--- src/rtl/bcu_pkg.sv ---
package bcu_pkg;

    localparam int OPC_W     = 6;
    localparam int FLD_W     = 5;
    localparam int NUM_COP   = 2;
    localparam int COP_IDX_W = (NUM_COP > 1) ? $clog2(NUM_COP) : 1;

    localparam logic [OPC_W-1:0] OPC_REGIMM   = 6'h01;
    localparam logic [OPC_W-1:0] OPC_COP_BASE = 6'h11;
    localparam logic [FLD_W-1:0] RS_COND_BR   = 5'h08;

    typedef enum logic [2:0] {
        CK_NONE,
        CK_EQ,
        CK_NE,
        CK_LEZ,
        CK_GTZ,
        CK_LTZ,
        CK_GEZ,
        CK_COP
    } cond_kind_e;

    typedef struct packed {
        logic                 valid;
        cond_kind_e           kind;
        logic                 link;
        logic                 likely;
        logic [COP_IDX_W-1:0] cop_idx;
        logic                 want_true;
    } br_dec_t;

    typedef struct packed {
        logic eq;
        logic neg;
        logic zero;
    } cmp_flags_t;

    function automatic logic eval_cond(cond_kind_e k, cmp_flags_t f,
                                       logic flag, logic want_true);
        logic r;
        case (k)
            CK_EQ:   r = f.eq;
            CK_NE:   r = !f.eq;
            CK_LEZ:  r = f.neg || f.zero;
            CK_GTZ:  r = !f.neg && !f.zero;
            CK_LTZ:  r = f.neg;
            CK_GEZ:  r = !f.neg;
            CK_COP:  r = (flag == want_true);
            default: r = 1'b0;
        endcase
        return r;
    endfunction

endpackage

--- src/rtl/bcu_decode.sv ---
module bcu_decode
    import bcu_pkg::*;
(
    input  logic [OPC_W-1:0] opcode,
    input  logic [FLD_W-1:0] rs_field,
    input  logic [FLD_W-1:0] rt_field,
    output br_dec_t          dec
);

    logic [NUM_COP-1:0]   cop_hit;
    logic [COP_IDX_W-1:0] cop_sel;

    generate
        for (genvar gi = 0; gi < NUM_COP; gi++) begin : g_cop
            assign cop_hit[gi] = (opcode == OPC_COP_BASE + OPC_W'(gi)) &&
                                 (rs_field == RS_COND_BR);
        end
    endgenerate

    always_comb begin
        cop_sel = '0;
        for (int i = 0; i < NUM_COP; i++) begin
            if (cop_hit[i]) cop_sel = COP_IDX_W'(i);
        end
    end

    logic prim_br;
    logic imm_br;
    assign prim_br = !opcode[5] && !opcode[3] && opcode[2];
    assign imm_br  = (opcode == OPC_REGIMM) && (rt_field[3:2] == 2'b00);

    always_comb begin
        dec = '0;
        dec.kind = CK_NONE;
        if (prim_br) begin
            dec.valid  = 1'b1;
            dec.likely = opcode[4];
            case (opcode[1:0])
                2'd0:    dec.kind = CK_EQ;
                2'd1:    dec.kind = CK_NE;
                2'd2:    dec.kind = CK_LEZ;
                default: dec.kind = CK_GTZ;
            endcase
        end else if (imm_br) begin
            dec.valid  = 1'b1;
            dec.link   = rt_field[4];
            dec.likely = rt_field[1];
            dec.kind   = rt_field[0] ? CK_GEZ : CK_LTZ;
        end else if (|cop_hit) begin
            dec.valid     = 1'b1;
            dec.kind      = CK_COP;
            dec.cop_idx   = cop_sel;
            dec.likely    = rt_field[1];
            dec.want_true = rt_field[0];
        end
    end

endmodule

--- src/rtl/bcu_compare.sv ---
module bcu_compare
    import bcu_pkg::*;
#(
    parameter int DATA_W = 32
) (
    input  logic [DATA_W-1:0] a,
    input  logic [DATA_W-1:0] b,
    output cmp_flags_t        flags
);

    always_comb begin
        flags.eq   = (a == b);
        flags.neg  = a[DATA_W-1];
        flags.zero = (a == '0);
    end

endmodule

--- src/rtl/bcu_resolve.sv ---
module bcu_resolve
    import bcu_pkg::*;
(
    input  br_dec_t            dec,
    input  cmp_flags_t         flags,
    input  logic [NUM_COP-1:0] cop_flag,
    output logic               is_branch,
    output logic               taken,
    output logic               link_req,
    output logic               squash_slot
);

    logic cond;
    assign cond = eval_cond(dec.kind, flags, cop_flag[dec.cop_idx], dec.want_true);

    always_comb begin
        is_branch   = dec.valid;
        taken       = dec.valid && cond;
        link_req    = dec.valid && dec.link;
        squash_slot = dec.valid && dec.likely && !cond;
    end

endmodule

--- src/rtl/branch_cond_unit.sv ---
module branch_cond_unit
    import bcu_pkg::*;
#(
    parameter int DATA_W = 32
) (
    input  logic [OPC_W-1:0]   opcode,
    input  logic [FLD_W-1:0]   rs_field,
    input  logic [FLD_W-1:0]   rt_field,
    input  logic [DATA_W-1:0]  rs_val,
    input  logic [DATA_W-1:0]  rt_val,
    input  logic [NUM_COP-1:0] cop_flag,
    output logic               is_branch,
    output logic               taken,
    output logic               link_req,
    output logic               squash_slot
);

    br_dec_t    dec;
    cmp_flags_t flags;

    bcu_decode u_decode (
        .opcode   (opcode),
        .rs_field (rs_field),
        .rt_field (rt_field),
        .dec      (dec)
    );

    bcu_compare #(.DATA_W(DATA_W)) u_compare (
        .a     (rs_val),
        .b     (rt_val),
        .flags (flags)
    );

    bcu_resolve u_resolve (
        .dec         (dec),
        .flags       (flags),
        .cop_flag    (cop_flag),
        .is_branch   (is_branch),
        .taken       (taken),
        .link_req    (link_req),
        .squash_slot (squash_slot)
    );

endmodule

--- config.mk ---
export PLATFORM = sky130hd
export DESIGN_NAME = branch_cond_unit
export DESIGN_NICKNAME = d
export VERILOG_FILES = /design/src/rtl/bcu_pkg.sv /design/src/rtl/bcu_decode.sv /design/src/rtl/bcu_compare.sv /design/src/rtl/bcu_resolve.sv /design/src/rtl/branch_cond_unit.sv
export SDC_FILE = /design/constraint.sdc
export NUM_CORES = 1
export LEC_CHECK = 0
export BUFFER_PORTS_ARGS = -buffer_cell sky130_fd_sc_hd__buf_2
export CAP_MARGIN = 40
export CORE_MARGIN = 2
export CORE_UTILIZATION = 30
export DETAILED_ROUTE_END_ITERATION = 7
export GPL_TIMING_DRIVEN = 1
export PLACE_DENSITY = 0.84
export SYNTH_ARGS = -nofsm -noshare
export SYNTH_HDL_FRONTEND = slang
export SYNTH_SLANG_ARGS = --single-unit
--- constraint.sdc ---
create_clock -name vclk -period 5
set_input_delay 1 -clock vclk [all_inputs]
set_output_delay 1 -clock vclk [all_outputs]
set_load 0.02 [all_outputs]
==> results.cfg, run 1 <==
[floorplan]
ios = 86
rows = 17
dieHeight_um = 51.5
core_area_um2 = 2170
start_util_pct = 31.1
dieArea_um2 = 2650
die_w_um = 51.5

[timing]
fmax_mhz = 278
rsz0062_at_grt = no
worst_pin_slew_ns = 0.509
hold_violations = 0
post-route-period-util_pct = 72.0
max_slew_margin_pct = 65.6
finalMaxSlewViolations = 0
hold_ws_ns = 2.41
setup_tns_ns = 0
setup_violations = 0
period_minus_slack_ns = 3.60

[global_routing]
grt_usage_pct = 16.6
grt_pass1_vias = 918
gr-total-overflow = 0
antenna_found_initial = 0
grt_start_max_net_pins = 7
grt_pass1_wl_mm = 3.52

[synth]
synthMuxAreaShare_pct = 1.67
synthDistinctLibCells = 23
synth_fa_ha_area_share_pct = 7.41
synth_cells = 89
synth_compound_area_share_pct = 6.85
syn-num-nets = 175
mappedNetlistArea_um2 = 676
yosys.area_share.simple_pct = 36.5
syn_avg_cell_area_um2 = 7.59
synth_top_family_by_area = XOR/XNOR gates
synth_xor_area_share_pct = 45.4
ys_seq_area_share_pct = 0
yosysWarnings = 0

[placed_design]
portBuffers = 86
dpl_cell_area_um2 = 1140
gp_congestion = 0.708
post-place-cells = 203
dp_hpwl_mm = 2.15

[cells_and_area]
nClkBuffers = 0
layout_common_cells = buf_2, xnor2_1, nor4_1, nand4_1
diodes = 0
finish.instance_area_um2 = 1140
nNetsFinal = 263
register_area_um2 = 0
areaGrowthSynthToFinish_pct = 68.9
drive_gt1_share_pct = 50.9
stdcell_count = 203
final_common_cell = buf_2
flops_and_latches = 0
fill_cells = 234

[critical_path]
crit_path_max_incr_delay_ns = 0.29
critPathKind = primary input to output port
cp.arrival_ns = 2.60
slowest_stage = a311oi_1
cp-startpoint = opcode[1]
required_ns = 4.00
cpLargestDelayFamily = compound AO/OA/AOI/OAI gates
crit_buf_inv = 3
critical_path.endpoint_type = output port
cp_cell_sequence = buf_2, inv_1, ha_1, nor2b_1, a22o_1, a22oi_1, nor4_1, a311oi_1, and4_1, buf_2
setup.worst_path.start_class = primary input
cpMostUsedCell = buf_2
critPathMaxFanout = 3

[power_and_ir_drop]
power_uw = 84.4
clkPwrFrac_pct = 0
powerDensity_nw_per_um2 = 74.0
combPwrFrac_pct = 100.0
power.leakage_uw = 0.000529
pwr-share-seq_pct = 0
cell_internal_pwr_uw = 48.5
vdd_ir_drop_max_mv = 0.0419
power_switching_uw = 35.9
swShare_pct = 42.5

[routing]
ant_nets = 0
wl_mm = 2.27
wl_per_cell_um = 11.2
first_pass_iters = 4
dr.first_iter.drc_count = 14
drc_errors = 0
routed_via_density = 4.82
dr_total_vias = 979

[hold_path]
hp-class = primary input to output port
hp-start = rt_field[4]
whs_endpoint = link_req
whs_path_depth = 3

[clock_tree]
cts_hold_buf = 0
postCtsSetupRepairBufs = 0
cts_resized = 0

[status]
run_status = completed

[run]
maxCapViolations = 0
-- logic make-up (layout without fill, tap and decap cells) --
kind of cell               after synthesis  count (layout)
buffers and inverters                    4              90
and+or+nand+nor                         39              39
adders and majority gates                4               4
xor gates and xnor gates                35              35
AOI/OAI and AO/OA                        6               6
muxes                                    1               1
-- tightest hold or removal path, delay by kind of cell --
family / cells / cell delay (ns)
buf+inv: 2 / 0.23
simple gates: 1 / 0.18
-- power by group through the flow --
stage	Combinational, uW	Sequential (uW)	Clock (uW)
5_1_grt	93.8	0	0
4_1_cts	85.3	0	0
2_1_floorplan	37.4	0	0
3_3_place_gp	83.5	0	0
3_5_place_dp	84.9	0	0
6_report	84.4	0	0
-- synthesized netlist by cell type, drive strengths merged (2+ instances only) --
master   n  area (um2)
inv      4        15.0
xnor2   34         298
nor3     2        10.0
or3      2        12.5
nand4   11        68.8
ha       4        50.1
nor2     4        15.0
nor4    11        68.8
nand2    3        11.3
-- area by class of cell --
| class | count | area, um2 | area share, % |
|---|---|---|---|
| multi-input combinational | 85 | 661 | 57.9 |
| inverter | 4 | 15.0 | 1.32 |
| timing repair buffer | 86 | 430 | 37.7 |
| tap | 28 | 35.0 | 3.07 |
-- metal layers --
metal	track usage (%)	up-vias	part of all wire [%]
met5	0	-	0
met4	0	0	0
met3	0.877	0	8.4
met2	34.2	47	52
met1	19.5	423	40
li1	-	509	-
-- stage by stage --
stage               worst slack [ns]  util, %
floorplan                       1.46        -
global placement                1.43     52.6
detailed placement              1.35     52.6
CTS                             1.35     52.6
global route                    1.15     52.6
finish                          1.40     52.6
-- worst max-delay path by stage --
stage | to | slack [ns] | cells after the start
6_report | squash_slot | 1.40 | 10
5_1_grt | squash_slot | 1.15 | 8
4_1_cts | squash_slot | 1.35 | 8
3_5_place_dp | squash_slot | 1.35 | 8
3_3_place_gp | squash_slot | 1.43 | 8
2_1_floorplan | squash_slot | 1.46 | 5
No activity file was read; power rests on OpenSTA's default activity.
==> inputs of run 2 (changes only) <==
PLACE_DENSITY = 0.87   (was 0.84)
clock period = 3.3 ns   (was 5 ns; I/O delays follow)
==> run 2 against run 1 <==
Sequential share of layout area stayed put. Global-route usage down 0.42 points. Combinational power up 52%. Core utilization is the same. Worst hold slack worse by 0.68 ns. Cell count is the same. Die area unchanged. Routed wire length increased by 2.0%. Via count rose by 0.72%. Setup slack worse by 1.0 ns. Critical endpoint unchanged. Largest cell class unchanged.
==> results.cfg, run 2 (synthesized netlist as in run 1, its figures left out) <==
[routing]
routed_via_density = 4.86
ant_nets = 0
wl_per_cell_um = 11.4
drc_errors = 0
dr_total_vias = 986
wl_mm = 2.31
first_pass_iters = 4
wl_met1_um = 930
wl_met3_um = 165
dr_wl_met2_mm = 1.22
route.top_layer_used = met3
dr.first_iter.drc_count = 4

[critical_path]
slowest_stage = a311oi_1
critPathKind = primary input to output port
critical_path.endpoint_type = output port
cp.arrival_ns = 2.28
cpMostUsedCell = buf_2
crit_path_max_incr_delay_ns = 0.29
required_ns = 2.64
setup.worst_path.start_class = primary input
critPathMaxFanout = 3
cp_cell_sequence = buf_2, inv_1, ha_1, nor2b_1, a22o_1, a22oi_1, nor4_1, a311oi_1, and4_1, buf_2

[timing]
hold_violations = 0
setup_violations = 0
fmax_mhz = 340
post-route-period-util_pct = 89.1
worst_pin_slew_ns = 0.483
max_slew_margin_pct = 67.3
hold_ws_ns = 1.73
finalMaxSlewViolations = 0
rsz0062_at_grt = no
period_minus_slack_ns = 2.94
setup_tns_ns = 0

[cells_and_area]
flops_and_latches = 0
nNetsFinal = 263
multiInputGateArea_um2 = 661
areaGrowthSynthToFinish_pct = 68.9
layout_common_cells = buf_2, xnor2_1, nor4_1, nand4_1
nClkBuffers = 0
fill_cells = 223
final_common_cell = buf_2
diodes = 0
drive_gt1_share_pct = 50.9
register_area_um2 = 0

[run]
maxCapViolations = 0

[floorplan]
dieHeight_um = 51.5
die_w_um = 51.5
core_area_um2 = 2170
rows = 17
ios = 86
dieArea_um2 = 2650
start_util_pct = 31.1

[placed_design]
gp_congestion = 0.714
portBuffers = 86
dp_hpwl_mm = 2.18

[global_routing]
grt_pass1_wl_mm = 3.41
grt_usage_pct = 16.2
grt_start_max_net_pins = 7
gr-total-overflow = 0
antenna_found_initial = 0
grt_pass1_vias = 865

[power_and_ir_drop]
pwr-share-seq_pct = 0
swShare_pct = 42.4
vdd_ir_drop_max_mv = 0.0525
clkPwrFrac_pct = 0
combPwrFrac_pct = 100.0
power_switching_uw = 54.1
power.leakage_uw = 0.000529
powerDensity_nw_per_um2 = 112
cell_internal_pwr_uw = 73.5

[clock_tree]
postCtsSetupRepairBufs = 0
cts_hold_buf = 0
cts_resized = 0

[status]
run_status = completed

[hold_path]
hp-class = primary input to output port
-- run 2: cell counts in the layout (fill, tap and decap cells not counted) --
No cell type changed its count.
-- run 2: critical path: cells and delay by family --
| kind | cells | cell delay, ns |
|---|---|---|
| and+or+nand+nor | 3 | 0.45 |
| adders and majority gates | 1 | 0.19 |
| AOI/OAI and AO/OA | 3 | 0.66 |
| buffers and inverters | 3 | 0.31 |
-- run 2: power by group through the flow --
stage	registers [uW]	logic [uW]	clock network [uW]
after floorplan	0	56.7	0
after global placement	0	126	0
after detailed placement	0	128	0
after CTS	0	129	0
after global routing	0	140	0
final	0	128	0
-- run 2: routing by layer --
| metal | GRT usage (%) | vias up |
|---|---|---|
| li1 | - | 511 |
| met1 | 19.5 | 435 |
| met2 | 32.9 | 40 |
| met3 | 0.585 | 0 |
| met4 | 0 | 0 |
| met5 | 0 | - |
-- run 2: layout make-up --
| class | count | share of cell area, % |
|---|---|---|
| inverter | 4 | 1.32 |
| multi-input combinational | 85 | 57.9 |
| tap | 28 | 3.07 |
| timing repair buffer | 86 | 37.7 |
-- run 2: per-stage QoR --
step | worst slack, ns | cell area, um2 | util [%] | power, uW | cells
after floorplan | 0.443 | 676 | - | 56.7 | 89
after global placement | 0.385 | 1140 | 52.6 | 126 | 203
after detailed placement | 0.379 | 1140 | 52.6 | 128 | 203
after CTS | 0.377 | 1140 | 52.6 | 129 | 203
after global routing | 0.0928 | 1140 | 52.6 | 140 | 203
final | 0.359 | 1140 | 52.6 | 128 | 203
-- run 2: path summary, 6_finish.rpt --
check | startpoint | to | slack (ns) | cells past startpoint
max | opcode[1] | squash_slot | 0.36 | 10
min | rt_field[4] | link_req | 1.73 | 3
==> inputs of run 3 (changes only) <==
CORE_UTILIZATION = 31   (was 30)
PLACE_DENSITY = 0.9   (was 0.87)
==> run 3 against run 2 <==
Total power shrank 0.46%. Critical endpoint unchanged. Sequential cell count stayed put. Fmax shrank 0.98%.
==> results.cfg, run 3 (synthesized netlist as in run 1, its figures left out) <==
[power_and_ir_drop]
power.leakage_uw = 0.000529
power_switching_uw = 53.5
vdd_ir_drop_max_mv = 0.0632
clkPwrFrac_pct = 0
combPwrFrac_pct = 100.0
swShare_pct = 42.2
power_uw = 127
cell_internal_pwr_uw = 73.4
powerDensity_nw_per_um2 = 111
pwr-share-seq_pct = 0

[critical_path]
critPathMaxFanout = 3
critical_path.endpoint_type = output port
critPathKind = primary input to output port
required_ns = 2.64
cp-startpoint = opcode[1]
setup.worst_path.start_class = primary input
cp.arrival_ns = 2.31

[timing]
finalMaxSlewViolations = 0
rsz0062_at_grt = no
post-route-period-util_pct = 90.0
setup_tns_ns = 0
fmax_mhz = 337
setup_violations = 0
max_slew_margin_pct = 64.4
worst_pin_slew_ns = 0.527
hold_violations = 0
period_minus_slack_ns = 2.97

[cells_and_area]
flops_and_latches = 0
drive_gt1_share_pct = 50.9
diodes = 0
fin_util_pct = 56.9
layout_common_cells = buf_2, xnor2_1, nor4_1, nand4_1
register_area_um2 = 0
finish.instance_area_um2 = 1140
stdcell_count = 202
fill_cells = 205
final_common_cell = buf_2
multiInputGateArea_um2 = 661
areaGrowthSynthToFinish_pct = 68.7
nClkBuffers = 0
nNetsFinal = 263

[global_routing]
antenna_found_initial = 0
gr-total-overflow = 0
grt_start_max_net_pins = 7
grt_pass1_vias = 1000
grt_usage_pct = 17.7
grt_pass1_wl_mm = 3.74

[floorplan]
start_util_pct = 33.8
ios = 86
rows = 16
core_area_um2 = 2000
die_w_um = 50.7
dieArea_um2 = 2570
dieHeight_um = 50.7

[routing]
dr_total_vias = 969
ant_nets = 0
wl_mm = 2.28
first_pass_iters = 2
drc_errors = 0
dr.first_iter.drc_count = 3
wl_per_cell_um = 11.3
routed_via_density = 4.80

[hold_path]
hp-class = primary input to output port
hp-start = rt_field[4]

[placed_design]
post-place-cells = 202
dp_hpwl_mm = 2.15
gp_congestion = 0.734
portBuffers = 86
dpl_cell_area_um2 = 1140

[run]
maxCapViolations = 0

[clock_tree]
cts_hold_buf = 0
cts_resized = 0
postCtsSetupRepairBufs = 0

[status]
run_status = completed
==> run 3: cell counts in the layout (fill, tap and decap cells not counted) <==
No cell type changed its count.
==> run 3: metrics by stage <==
step | hold WS, ns | setup slack (ns)
CTS | 1.73 | 0.342
detailed placement | 1.73 | 0.357
finish | 1.72 | 0.329
global route | 1.75 | 0.207
floorplan | 1.53 | 0.443
global placement | 1.72 | 0.364
==> run 3: power by group through the flow <==
stage | clock, uW | combinational (uW) | sequential [uW]
2_1_floorplan | 0 | 56.7 | 0
3_3_place_gp | 0 | 126 | 0
3_5_place_dp | 0 | 128 | 0
4_1_cts | 0 | 129 | 0
5_1_grt | 0 | 142 | 0
6_report | 0 | 127 | 0
==> run 3: critical path, stage by stage <==
cell      delay (ns)
buf_2           0.12
inv_1           0.08
ha_1            0.19
nor4b_1         0.46
a22oi_1         0.14
nor4_1          0.23
a311oi_1        0.10
and4_1          0.18
buf_2           0.15
==> run 3: path summary, 6_finish.rpt <==
| path | endpoint | slack (ns) | cells after the start |
|---|---|---|---|
| setup / recovery | squash_slot | 0.33 | 9 |
| hold / removal | link_req | 1.72 | 3 |
==> run 3: cell type report <==
type	count	area share [%]
multi-input cells	85	58.0
repair buffers	86	37.8
well taps	27	2.96
inverters	4	1.32
==> run 3: per-layer routing <==
layer  GRT usage, %  share of wire (%)
met1           19.9                 39
met2           36.8                 53
met3           1.49                8.3
met4          0.901                  0
met5              0                  0
